**src/rtl/refresh_pkg.sv**
```systemverilog
package refresh_pkg;

  // Advance the 7-bit count field and keep the top bit unchanged.
  function automatic logic [7:0] rf_step(input logic [7:0] cur);
    rf_step = {cur[7], cur[6:0] + 7'd1};
  endfunction

endpackage

```
**src/rtl/rfsh_halt_pacer.sv**
```systemverilog
module rfsh_halt_pacer #(
  parameter int NOP_PERIOD = 4
) (
  input  logic clk,
  input  logic rst_n,
  input  logic fetch_done,
  input  logic halted,
  output logic fetch_eff
);
  localparam int HW = (NOP_PERIOD > 1) ? $clog2(NOP_PERIOD) : 1;
  localparam logic [HW-1:0] LAST = HW'(NOP_PERIOD - 1);

  logic [HW-1:0] cnt_q, cnt_d;
  logic          tick;

  always_comb begin
    tick  = halted && (cnt_q == LAST);
    cnt_d = cnt_q;
    if (!halted)   cnt_d = '0;
    else if (tick) cnt_d = '0;
    else           cnt_d = cnt_q + HW'(1);
    fetch_eff = halted ? tick : fetch_done;
  end

  always_ff @(posedge clk or negedge rst_n) begin
    if (!rst_n) cnt_q <= '0;
    else        cnt_q <= cnt_d;
  end

  generate
    if (NOP_PERIOD > 1) begin : g_gap
      assert_halt_gap_R8: assert property (@(posedge clk) disable iff (!rst_n)
        (halted && tick) |=> !tick);
    end
  endgenerate

  assert_halt_masks_R8: assert property (@(posedge clk) disable iff (!rst_n)
    (halted && !tick) |-> !fetch_eff);

endmodule

```
**src/rtl/rfsh_reg.sv**
```systemverilog
module rfsh_reg
  import refresh_pkg::*;
(
  input  logic       clk,
  input  logic       rst_n,
  input  logic       fetch_eff,
  input  logic       wr_en,
  input  logic [7:0] wr_data,
  output logic [7:0] r_q
);
  logic [7:0] r_d;
  logic       r_en;

  always_comb begin
    r_en = wr_en || fetch_eff;
    r_d  = wr_en ? wr_data : rf_step(r_q);
  end

  always_ff @(posedge clk or negedge rst_n) begin
    if (!rst_n)    r_q <= 8'h00;
    else if (r_en) r_q <= r_d;
  end

  assert_bit7_hold_R2: assert property (@(posedge clk) disable iff (!rst_n)
    !wr_en |=> (r_q[7] == $past(r_q[7])));
  assert_step_R2: assert property (@(posedge clk) disable iff (!rst_n)
    (fetch_eff && !wr_en) |=> (r_q[6:0] == $past(r_q[6:0]) + 7'd1));
  assert_load_R7: assert property (@(posedge clk) disable iff (!rst_n)
    wr_en |=> (r_q == $past(wr_data)));
  assert_wrap_R3: assert property (@(posedge clk) disable iff (!rst_n)
    (fetch_eff && !wr_en && r_q[6:0] == 7'h7F) |=> (r_q[6:0] == 7'h00));

endmodule

```
**src/rtl/rfsh_slot.sv**
```systemverilog
module rfsh_slot #(
  parameter int SLOT_CYCLES = 2
) (
  input  logic       clk,
  input  logic       rst_n,
  input  logic       fetch_eff,
  input  logic [7:0] r_cur,
  output logic [7:0] addr_lo,
  output logic       slot_active
);
  localparam int SW = $clog2(SLOT_CYCLES + 1);
  localparam logic [SW-1:0] FULL = SW'(SLOT_CYCLES);

  logic [SW-1:0] left_q, left_d;
  logic [7:0]    lat_q;

  always_comb begin
    left_d = left_q;
    if (fetch_eff)          left_d = FULL;
    else if (left_q != '0)  left_d = left_q - SW'(1);
  end

  always_ff @(posedge clk or negedge rst_n) begin
    if (!rst_n) left_q <= '0;
    else        left_q <= left_d;
  end

  always_ff @(posedge clk or negedge rst_n) begin
    if (!rst_n)         lat_q <= 8'h00;
    else if (fetch_eff) lat_q <= r_cur;
  end

  always_comb begin
    slot_active = (left_q != '0);
    addr_lo     = slot_active ? lat_q : 8'h00;
  end

  assert_slot_open_R5: assert property (@(posedge clk) disable iff (!rst_n)
    fetch_eff |=> slot_active);
  assert_slot_addr_R4: assert property (@(posedge clk) disable iff (!rst_n)
    fetch_eff |=> (addr_lo == $past(r_cur)));

endmodule

```
**src/rtl/rfsh_addr_gen.sv**
```systemverilog
module rfsh_addr_gen #(
  parameter int SLOT_CYCLES = 2,
  parameter int NOP_PERIOD  = 4
) (
  input  logic       clk,
  input  logic       rst_n,
  input  logic       fetch_done,
  input  logic       halted,
  input  logic       wr_en,
  input  logic [7:0] wr_data,
  output logic [7:0] addr_lo,
  output logic       rfsh_n,
  output logic       mreq_n,
  output logic [7:0] r_value
);
  logic [1:0] rst_sync_q;
  logic       rst_core_n;
  logic       fetch_eff;
  logic       slot_active;

  always_ff @(posedge clk or negedge rst_n) begin
    if (!rst_n) rst_sync_q <= 2'b00;
    else        rst_sync_q <= {rst_sync_q[0], 1'b1};
  end
  assign rst_core_n = rst_sync_q[1];

  rfsh_halt_pacer #(.NOP_PERIOD(NOP_PERIOD)) u_pacer (
    .clk(clk), .rst_n(rst_core_n), .fetch_done(fetch_done),
    .halted(halted), .fetch_eff(fetch_eff)
  );

  rfsh_reg u_reg (
    .clk(clk), .rst_n(rst_core_n), .fetch_eff(fetch_eff),
    .wr_en(wr_en), .wr_data(wr_data), .r_q(r_value)
  );

  rfsh_slot #(.SLOT_CYCLES(SLOT_CYCLES)) u_slot (
    .clk(clk), .rst_n(rst_core_n), .fetch_eff(fetch_eff),
    .r_cur(r_value), .addr_lo(addr_lo), .slot_active(slot_active)
  );

  assign rfsh_n = ~slot_active;
  assign mreq_n = ~slot_active;

  assert_idle_addr_R4: assert property (@(posedge clk) disable iff (!rst_core_n)
    rfsh_n |-> (addr_lo == 8'h00));
  assert_strobe_pair_R6: assert property (@(posedge clk) disable iff (!rst_core_n)
    (rfsh_n == mreq_n));

endmodule

```
**config.mk**
```make
export PLATFORM = sky130hd
export DESIGN_NAME = rfsh_addr_gen
export DESIGN_NICKNAME = d
export VERILOG_FILES = /design/src/rtl/refresh_pkg.sv /design/src/rtl/rfsh_halt_pacer.sv /design/src/rtl/rfsh_reg.sv /design/src/rtl/rfsh_slot.sv /design/src/rtl/rfsh_addr_gen.sv
export SDC_FILE = /design/constraint.sdc
export NUM_CORES = 1
export LEC_CHECK = 0
export ABC_AREA = 1
export BUFFER_PORTS_ARGS = -buffer_cell sky130_fd_sc_hd__buf_2
export CAP_MARGIN = 20
export CORE_MARGIN = 4
export CORE_UTILIZATION = 53
export CTS_BUF_LIST = sky130_fd_sc_hd__clkbuf_4
export DETAILED_ROUTE_END_ITERATION = 16
export PLACE_DENSITY = 0.77
export SLEW_MARGIN = 20
export SYNTH_ARGS = -nofsm -noshare
export SYNTH_HDL_FRONTEND = slang
export SYNTH_HIERARCHICAL = 1
export SYNTH_SLANG_ARGS = --single-unit
```
**constraint.sdc**
```tcl
create_clock -name clk -period 1.1 [get_ports clk]
set_input_delay 0 -clock clk [delete_from_list [all_inputs] [get_ports clk]]
set_output_delay 0 -clock clk [all_outputs]
set_load 0.02 [all_outputs]
```
Word level (Yosys, flattened, before mapping) --
Index checks and enable logic that the tools add are counted.
Operators by class: bitwise logic cells 1, multiplexer cells 7, add/subtract/negate cells 3, equal/unequal tests 1, reductions and logical operators 5
Operator list (count):
- two-way mux 2 bit | 4
- two-way mux 8 bit | 1
- adder 7 x 1 -> 7 bit (second input constant) | 1
- two-way mux 7 bit | 1
- nonzero test 2 bit | 2
- adder 2 x 1 -> 2 bit (second input constant) | 1
- == test 2 bit (second input constant) | 1
- AND reduction 2 bit | 1
- subtractor 2 x 1 -> 2 bit (second input constant) | 1
- logical AND 1 bit | 1
- logical OR 1 bit | 1
- two-way mux 1 bit | 1
- inverter 1 bit | 1
Storage, ports and cells: register bits after elaboration 22, input bits 13

Logic depth before layout (Yosys ltp) --
Gate-level depths: netlist (run 1).
word-level depth 5, mapped depth 7, mapped depth without buffers 7

By module --
The synthesis (run 1) kept the hierarchy.
By module, submodules not included:
- rfsh_reg | area an instance 488.0 sq um, sequential area each 200.2 sq um, cells each 58, instances 1
- rfsh_slot | area an instance 466.7 sq um, sequential area each 250.2 sq um, cells each 57, instances 1
- rfsh_halt_pacer | area an instance 96.3 sq um, sequential area each 50.0 sq um, cells each 12, instances 1
- rfsh_addr_gen | area an instance 65.1 sq um, sequential area each 50.0 sq um, cells each 5, instances 1

Least setup slack after synthesis (run 1) --
No wires, ideal clock.
kind register to register, start register u_reg.r_q[0], end register u_reg.r_q[6], data arrival time 1.120 ns, buffers on the path 0, stages on the path, launching flop included 7, library setup time 0.122 ns, required time 0.978 ns, slack -0.142 ns, period minus slack after synthesis 1.242 ns, cells stage by stage dfrtp_1 ha_1 inv_1 nor2_2 nand3_1 nand3_1 nand2_1
On the way: cells in the longest elaborated chain, start to end 2
Ends and longest elaborated chain:
- start: declaration | RTL line rfsh_reg.sv:9 | output logic [7:0] r_q
- start signal: assignment | RTL line rfsh_reg.sv:21 | else if (r_en) r_q <= r_d;
- adder 7 x 1 -> 7 bit | RTL line refresh_pkg.sv:5 | rf_step = {cur[7], cur[6:0] + 7'd1};
- two-way mux 7 bit | RTL line rfsh_reg.sv:16 | r_d = wr_en ? wr_data : rf_step(r_q);
No other way between the ends. A chain may end at the register's enable or synchronous reset.

Worst setup path in the final report (run 1) --
start register u_slot.left_q[0], end output port addr_lo[2]
On the way: cells in the longest elaborated chain, start to end 2
Ends and longest elaborated chain:
- start: declaration | RTL line rfsh_slot.sv:14 | logic [SW-1:0] left_q, left_d;
- start signal: assignment | RTL line rfsh_slot.sv:25 | else left_q <= left_d;
- nonzero test 2 bit | RTL line rfsh_slot.sv:34 | slot_active = (left_q != '0);
- two-way mux 8 bit | RTL line rfsh_slot.sv:35 | addr_lo = slot_active ? lat_q : 8'h00;
- end: declaration | RTL line rfsh_addr_gen.sv:11 | output logic [7:0] addr_lo,
No other way between the ends.

==> run_results.csv, run 1 <==
group,metric,value,unit
cts,insertion_delay,0.30,ns
grt,overflow,0,
timing,fin_skew,0.00233,ns
hold_path,hold_path_class,"in -> reg",
routing,ant_nets,0,
final_layout,final_common_cell,"nand2_1",
timing,slew_violations,0,
synth,synth_xor_area_frac,0.00785,
routing,first_iter_violations,60,
worst_setup_path,worstSetupStartpointType,"flop",
die,num_io_pins,31,
worst_setup_path,crit_fanout,8,
outcome,outcome,"finished, violations left",
synth,synth-compound-area-share,0.102,
synth,synth_top_family_by_area,"simple AND/OR/NAND/NOR gates",
routing,routed-via-count,1053,
grt,grt_pass1_wl,4.36,mm
synth,avgSynthCellArea,8.46,µm²
grt,antenna_found_initial,0,
pwr,power_leakage,0.818,nW
routing,m1WireLength,1.10,mm
final_layout,final_core_util,0.842,
cts,root_buffer,"clkbuf_4",
worst_setup_path,worstPathArrival,1.25,ns
routing,highest_layer,"met4",
synth,yosysSeqAreaShare,0.493,
outcome,violations,"negative setup slack",
final_layout,diodes,0,
synth,synthCells,132,
synth,synth_adder_area_share,0.0448,
cts,cts_tree,"yes",
flow_run,maxCapViolCount,0,
timing,fin_crit_sh,1.13,
routing,wl_met2,1.48,mm
cts,clk_pin_slew,0.11,ns
timing,holdWs,0.0718,ns
grt,grt_max_degree,21,
synth,synth_nets,149,
synth,yosysUniqueCellTypes,21,
timing,setup_viol,26,
final_layout,n_fill_cell,108,
synth,synth_mux_area_frac,0.0101,
placement,port_buffers,30,
synth,yosysWarnings,6,
grt,grt_util_all_layers,0.210,
final_layout,most-common-layout-cells,"nand2_1 (23), buf_2 (20), dfrtp_1 (19)",
pwr,cellPowerDensity,1700,nW/µm²
routing,route.met3.wl,181,µm
placement,routabilityCongestion,0.792,
placement,dp_hpwl,1.78,mm
synth,synthSimpleGateAreaFrac,0.226,
die,core_area,1980,µm²
pwr,max-vdd-ir-drop,1320,µV
worst_setup_path,cp_data_required_time,1.10,ns
timing,hold_violations,0,
synth,ys_ff_latch,22,
worst_setup_path,endpoint_kind,"output port",
timing,fmax,802,MHz
routing,drc_errors,0,
routing,vias_per_cell,5.01,
cts,cts_max_level,1,
routing,wl,2.82,mm
final_layout,finalNetCount,202,
timing,timing.final.ws_setup,-0.147,ns
die,fp.dieW,53.9,µm
final_layout,synthToLayoutAreaGrowth,49.4,%
die,initial_core_util,0.563,
routing,firstDrtPassIters,4,
synth,synth_area,1120,µm²
grt,grt_pass1_vias,981,
die,die-area,2900,µm²
die,rows,16,
timing,rsz0062_at_grt,"yes",
cts,cts.path.max_buffers,2,
final_layout,drive_above_1_share,0.464,
timing,fin_crit,1.25,ns
die,die_y,53.9,µm
cts,cts.sinks,22,
worst_setup_path,critical_path_class,"reg -> out",
cts,cts_buffers,3,
routing,wl_per_cell,13.4,µm
-- path summary, 6_finish.rpt --
check | from | end | slack, ns | cells past startpoint
worst max-delay path | u_slot/left_q[0] | addr_lo[2] | -0.15 | 4
worst min-delay path | wr_en | u_reg/r_q[1] | 0.07 | 3
worst max register to register | u_pacer/cnt_q[0] | u_reg/r_q[0] | -0.14 | 7
worst min register to register | rst_sync_q[1] | u_reg/r_q[6] | 0.22 | 1
max in group asynchronous | rst_n | rst_sync_q[1] | 0.46 | 3
min in group asynchronous | rst_sync_q[1] | u_reg/r_q[6] | 0.22 | 1
-- synthesized netlist by cell type --
| cell | number | area (µm²) |
|---|---|---|
| nand2_1 | 32 | 120 |
| nor2_2 | 2 | 12.5 |
| nand3_1 | 12 | 60.1 |
| o21bai_2 | 1 | 11.3 |
| buf_6 | 2 | 22.5 |
| mux2_2 | 1 | 11.3 |
| conb_1 | 1 | 3.75 |
| nor2_1 | 10 | 37.5 |
| buf_4 | 1 | 7.51 |
| xnor2_1 | 1 | 8.76 |
| a22oi_1 | 5 | 37.5 |
| o21ai_1 | 1 | 5.00 |
| inv_1 | 22 | 82.6 |
| dfrtp_1 | 22 | 551 |
| buf_2 | 1 | 5.00 |
| o21bai_1 | 1 | 7.51 |
| o211ai_2 | 1 | 12.5 |
| o21ai_0 | 8 | 40.0 |
| inv_2 | 2 | 7.51 |
| nor2_4 | 2 | 22.5 |
| ha_1 | 4 | 50.1 |
-- area by class of cell --
type	instances	area, µm²	share of cell area
Tap cell	27	33.8	0.0203
Clock buffer	3	22.5	0.0135
Inverter	24	95.1	0.0570
Timing Repair Buffer	52	407	0.244
Multi-Input combinational cell	82	556	0.333
Sequential cell	22	554	0.332
-- state kept, by name, summed over array words and instances (netlist names) --
| register | cells |
|---|---|
| u_pacer/cnt_q | 2 |
| rst_sync_q | 2 |
| u_slot/lat_q | 8 |
| u_reg/r_q | 8 |
| u_slot/left_q | 2 |
-- through the flow --
step           setup TNS (ns)  cells  area [µm²]  setup slack (ns)  total power [W]
3_5_place_dp           -0.291    190        1340           -0.0583          0.00203
2_1_floorplan               0    132        1140           0.00335          0.00173
4_1_cts                 -1.67    206        1580            -0.118          0.00271
5_1_grt                 -3.94    210        1670            -0.212          0.00303
3_3_place_gp          -0.0330    190        1340           -0.0213          0.00197
6_report                -2.20    210        1670            -0.147          0.00284
-- what timing repair did --
action	4_1_cts	5_1_grt
endpoints found under the hold margin	12	0
setup buffers	2	4
pin swaps	13	6
hold buffers	11	0
setup endpoints to repair	25	30
gates resized for setup	35	21
-- power breakdown --
| part | internal [W] | switching (W) | total [W] |
|---|---|---|---|
| Combinational | 0.000648 | 0.000786 | 0.00143 |
| Sequential | 0.000950 | 0.000107 | 0.00106 |
| Clock | 0.000128 | 0.000219 | 0.000346 |
| Total | 0.00173 | 0.00111 | 0.00284 |
-- kinds of logic (layout without fill, tap and decap cells) --
family / Yosys count / count (layout)
AND/OR/NAND/NOR: 58 / 58
buffers and inverters: 28 / 79
flip-flops: 22 / 22
AO/OA/AOI/OAI: 17 / 17
adder cells (fa/ha/maj): 4 / 4
other: 1 / 1
XOR/XNOR: 1 / 1
multiplexers: 1 / 1
-- worst max-delay path: stages (launching register included) --
cell     delay, ns
dfrtp_1       0.41
inv_2         0.11
ha_4          0.22
nor2_1        0.06
buf_4         0.15
-- metal layers --
metal	vias up	GRT usage
li1	516	-
met1	482	0.247
met2	47	0.379
met3	8	0.0416
met4	0	0.0681
met5	-	0
No activity file was read; power rests on OpenSTA's default activity.
==> inputs of run 2 (changes only) <==
--- a/config.mk
+++ b/config.mk
@@ -9,12 +9,11 @@
 export BUFFER_PORTS_ARGS = -buffer_cell sky130_fd_sc_hd__buf_2
 export CAP_MARGIN = 20
 export CORE_MARGIN = 4
-export CORE_UTILIZATION = 53
+export CORE_UTILIZATION = 54
 export CTS_BUF_LIST = sky130_fd_sc_hd__clkbuf_4
 export DETAILED_ROUTE_END_ITERATION = 16
-export PLACE_DENSITY = 0.77
+export PLACE_DENSITY_LB_ADDON = 0.25
 export SLEW_MARGIN = 20
 export SYNTH_ARGS = -nofsm -noshare
 export SYNTH_HDL_FRONTEND = slang
-export SYNTH_HIERARCHICAL = 1
 export SYNTH_SLANG_ARGS = --single-unit
==> run 2 against run 1 <==
Synthesized cell count increased by 9.8%. The run now fails in global routing (5_1_grt). Area after synthesis up 8.4%.
==> run_results.csv, run 2 <==
group,metric,value,unit
outcome,outcome,"did not finish",
outcome,lastStage,"global routing (5_1_grt)",
outcome,error,"[ERROR DPL-0033] detailed placement checks failed during check placement.",
synth,dominantRegCellSynth,"dfrtp_1",
grt,grt_max_degree,21,
timing,endpoint_type,"output port",
die,fp.dieW,55.3,µm
grt,antenna_found_initial,0,
placement,dp_hpwl,1.83,mm
synth,yosysUniqueCellTypes,23,
die,initial_core_util,0.593,
synth,synthTopCellsByArea,"dfrtp_1 (46%), nand2_1 (12%), inv_1 (7.1%), o21ai_2 (5.8%), nand3_1 (4.6%)",
cts,cts_max_level,1,
cts,cts.sinks,22,
timing,grt-worst-endpoint,"addr_lo[3]",
synth,avgSynthCellArea,8.34,µm²
synth,ys_ff_latch,22,
placement,port_buffers,30,
synth,async_flop_share,1.00,
synth,synth_top_cell_by_area,"dfrtp_1",
synth,yosysSeqAreaShare,0.455,
cts,cts_buffers,3,
cts,root_buffer,"clkbuf_4",
synth,synth_nets,161,
cts,cts.path.max_buffers,2,
synth,yosysMostFrequentCell,"nand2_1",
synth,synthCells,145,
die,rows,16,
synth,yosysWarnings,0,
die,num_io_pins,31,
synth,synth_edf_count,0,
die,die_y,55.3,µm
synth,synth_area,1210,µm²
synth,ys_top_cells_by_count,"nand2_1 (40), inv_1 (23), dfrtp_1 (22), nor2_1 (12), nand3_1 (11)",
synth,synth_top_area_share,0.455,
placement,routabilityCongestion,0.817,
==> run 2: logic make-up after synthesis <==
family	Yosys count	synth area share
DFF	22	0.455
adders and majority gates	3	0.0310
other	1	0.00310
and+or+nand+nor	75	0.301
buffers and inverters	29	0.111
xor gates and xnor gates	2	0.0145
AOI/OAI and AO/OA	13	0.0848
==> run 2: repair_timing <==
item	4_1_cts
endpoints found under the hold margin	10
cloned	3
hold buffers	10
gates resized for setup	41
pin swaps	17
setup buffers	7
setup endpoints to repair	19
==> run 2: through the flow <==
step	cell area (µm²)	std cells	setup WS, ns
floorplan	1240	145	-0.0187
global placement	1430	204	-0.0168
detailed placement	1430	204	-0.0482
CTS	1790	228	-0.165
==> inputs of run 3 (changes only) <==
--- a/config.mk
+++ b/config.mk
@@ -8,11 +8,10 @@
 export ABC_AREA = 1
 export BUFFER_PORTS_ARGS = -buffer_cell sky130_fd_sc_hd__buf_2
 export CAP_MARGIN = 20
-export CORE_MARGIN = 4
-export CORE_UTILIZATION = 54
-export CTS_BUF_LIST = sky130_fd_sc_hd__clkbuf_4
+export CORE_AREA = 4 4 65 67
 export DETAILED_ROUTE_END_ITERATION = 16
-export PLACE_DENSITY_LB_ADDON = 0.25
+export DIE_AREA = 0 0 69 71
+export PLACE_DENSITY_LB_ADDON = 0.15
 export SLEW_MARGIN = 20
 export SYNTH_ARGS = -nofsm -noshare
 export SYNTH_HDL_FRONTEND = slang
==> run 3 against run 2 <==
The flow now finishes, with violations (negative setup slack). Synthesized cell count unchanged. Area after synthesis unchanged.
==> run_results.csv, run 3 <==
group,metric,value,unit
outcome,outcome,"finished, violations left",
outcome,violations,"negative setup slack",
hold_path,min-delay-start,"wr_data[5]",
grt,grt_pass1_vias,1129,
final_layout,drive_above_1_share,0.502,
placement,routabilityCongestion,0.752,
worst_setup_path,r2r-start,"u_pacer.cnt_q[0]",
die,rows,22,
timing,slew_violations,0,
pwr,cellPowerDensity,1860,nW/µm²
worst_setup_path,crit_start,"u_slot.left_q[1]",
synth,synth_area,1210,µm²
timing,fin_setup_tns,-1.52,ns
worst_setup_path,critPathMaxStageDelay,0.39,ns
timing,hold_violations,0,
cts,cts.path.max_buffers,2,
pwr,max-vdd-ir-drop,751,µV
pwr,power_leakage,0.994,nW
routing,firstDrtPassIters,4,
synth,yosysMostFrequentCell,"nand2_1",
worst_setup_path,worstPathArrival,1.22,ns
grt,use_met1,0.170,
routing,first_iter_violations,42,
grt,grt_util_all_layers,0.135,
die,core_area,3630,µm²
placement,place_ws,-0.0830,ns
worst_setup_path,ff2ff_path_depth,7,
hold_path,hold_path_class,"in -> reg",
grt,use_met2,0.234,
die,num_io_pins,31,
cts,cts_tree,"yes",
cts,cts_max_level,1,
synth,synth_top_cell_by_area,"dfrtp_1",
final_layout,most-common-layout-cells,"nand2_1 (35), inv_1 (20), buf_2 (20), dfrtp_1 (20), buf_6 (13)",
grt,grt_pass1_wl,5.33,mm
synth,synth_top_area_share,0.455,
timing,timing.final.ws_setup,-0.122,ns
worst_setup_path,r2r_end,"u_reg.r_q[4]",
worst_setup_path,r2r_slack,-0.06,ns
synth,dominantRegCellSynth,"dfrtp_1",
worst_setup_path,worstSetupStartpointType,"flop",
synth,yosysWarnings,0,
grt,busiest_layer,"met2",
flow_run,maxCapViolCount,0,
timing,setup_viol,23,
timing,fin_skew,0.00460,ns
die,initial_core_util,0.333,
cts,root_buffer,"clkbuf_8",
cts,clk_pin_slew,0.08,ns
timing,holdWs,0.00652,ns
cts,cts_buffers,3,
synth,avgSynthCellArea,8.34,µm²
cts,insertion_delay,0.27,ns
cts,cts.sinks,22,
routing,vias_per_cell,4.53,
die,die-area,4900,µm²
worst_setup_path,cp_data_required_time,1.10,ns
worst_setup_path,critical_path_class,"reg -> out",
synth,synthTopCellsByArea,"dfrtp_1 (46%), nand2_1 (12%), inv_1 (7.1%), o21ai_2 (5.8%), nand3_1 (4.6%)",
placement,port_buffers,30,
synth,ys_ff_latch,22,
routing,ant_nets,0,
timing,rsz0062_at_grt,"yes",
routing,drc_errors,0,
grt,overflow,0,
hold_path,hold_depth,5,
timing,fin_crit,1.22,ns
synth,synth_nets,161,
synth,ys_top_cells_by_count,"nand2_1 (40), inv_1 (23), dfrtp_1 (22), nor2_1 (12), nand3_1 (11)",
grt,grt_max_degree,21,
final_layout,synthToLayoutAreaGrowth,64.5,%
final_layout,final_core_util,0.548,
worst_setup_path,cp.buffers_inverters,3,
final_layout,finalNetCount,218,
worst_setup_path,crit_slowest_cell,"dfrtp_1",
final_layout,final_common_cell,"nand2_1",
synth,yosysSeqAreaShare,0.455,
placement,dp_hpwl,1.98,mm
worst_setup_path,crit_fanout,5,
synth,yosysUniqueCellTypes,23,
grt,grt_use_met3,0.0298,
timing,fin_crit_sh,1.11,
synth,async_flop_share,1.00,
routing,wl_per_cell,12.4,µm
final_layout,reg_top3,"u_reg.r_q (8), u_slot.lat_q (8)",
final_layout,n_fill_cell,349,
worst_setup_path,path_cells,"inv_2, ha_4, buf_12, nor2_4, buf_6",
die,die_y,71,µm
synth,synthCells,145,
worst_setup_path,endpoint_kind,"output port",
timing,fmax,818,MHz
final_layout,diodes,0,
worst_setup_path,critical_path.top_delay_family,"flip-flops",
die,fp.dieW,69,µm
routing,wl,3.08,mm
grt,antenna_found_initial,0,
hold_path,hold_end,"u_reg.r_q[5]",
routing,routed-via-count,1127,
synth,synth_edf_count,0,
-- run 3: layer usage --
layer | wire length (µm) | vias up
met5 | 0 | -
met4 | 50 | 0
met3 | 125 | 6
met2 | 1510 | 25
met1 | 1390 | 532
li1 | - | 564
-- run 3: worst max path at each step --
stage	cells past startpoint	slack (ns)	end
after floorplan	5	-0.02	u_slot.left_q[1]
after global placement	5	-0.03	u_reg.r_q[0]
after detailed placement	5	-0.08	u_reg.r_q[0]
after CTS	5	-0.12	addr_lo[0]
after global routing	5	-0.18	addr_lo[4]
final	5	-0.12	addr_lo[0]
-- run 3: logic make-up after synthesis --
kind of cell / share of synthesized area
xor gates and xnor gates: 0.0145
DFF: 0.455
other: 0.00310
buffers and inverters: 0.111
adders and majority gates: 0.0310
and+or+nand+nor: 0.301
AOI/OAI and AO/OA: 0.0848
-- run 3: worst min-delay path, cell delays in order --
cell	delay [ns]
buf_2	0.07
nand2_1	0.04
nand2_1	0.05
inv_1	0.03
nand2_1	0.05
-- run 3: power by group --
| part | internal [W] | switching (W) | total [W] |
|---|---|---|---|
| Clock | 0.000487 | 0.000279 | 0.000766 |
| Sequential | 0.000955 | 0.000114 | 0.00107 |
| Combinational | 0.000937 | 0.000927 | 0.00186 |
| Total | 0.00238 | 0.00132 | 0.00370 |
-- run 3: stage by stage --
stage | total power [W] | cell area, µm² | instances
6_report | 0.00370 | 1990 | 249
5_1_grt | 0.00392 | 1990 | 249
4_1_cts | 0.00366 | 1910 | 247
3_5_place_dp | 0.00213 | 1450 | 225
3_3_place_gp | 0.00211 | 1450 | 225
2_1_floorplan | 0.00183 | 1240 | 145
-- run 3: final cells by class --
type                       instances  area, µm²  share of cell area
multi-input combinational         97        742               0.373
sequential                        22        553               0.278
clock inverter                     1       30.0              0.0151
clock buffer                       3       41.3              0.0207
inverter                          24       90.1              0.0453
tap                               48       60.1              0.0302
timing repair buffer              54        474               0.238
-- run 3: timing repair --
item | in CTS | in global routing
pin swaps | 22 | 9
buffers inserted | 11 | 2
setup endpoints to repair | 17 | 27
resized for setup | 57 | 13
gates cloned | 3 | 1
hold buffers | 4 | 0
hold endpoints to repair | 5 | 0
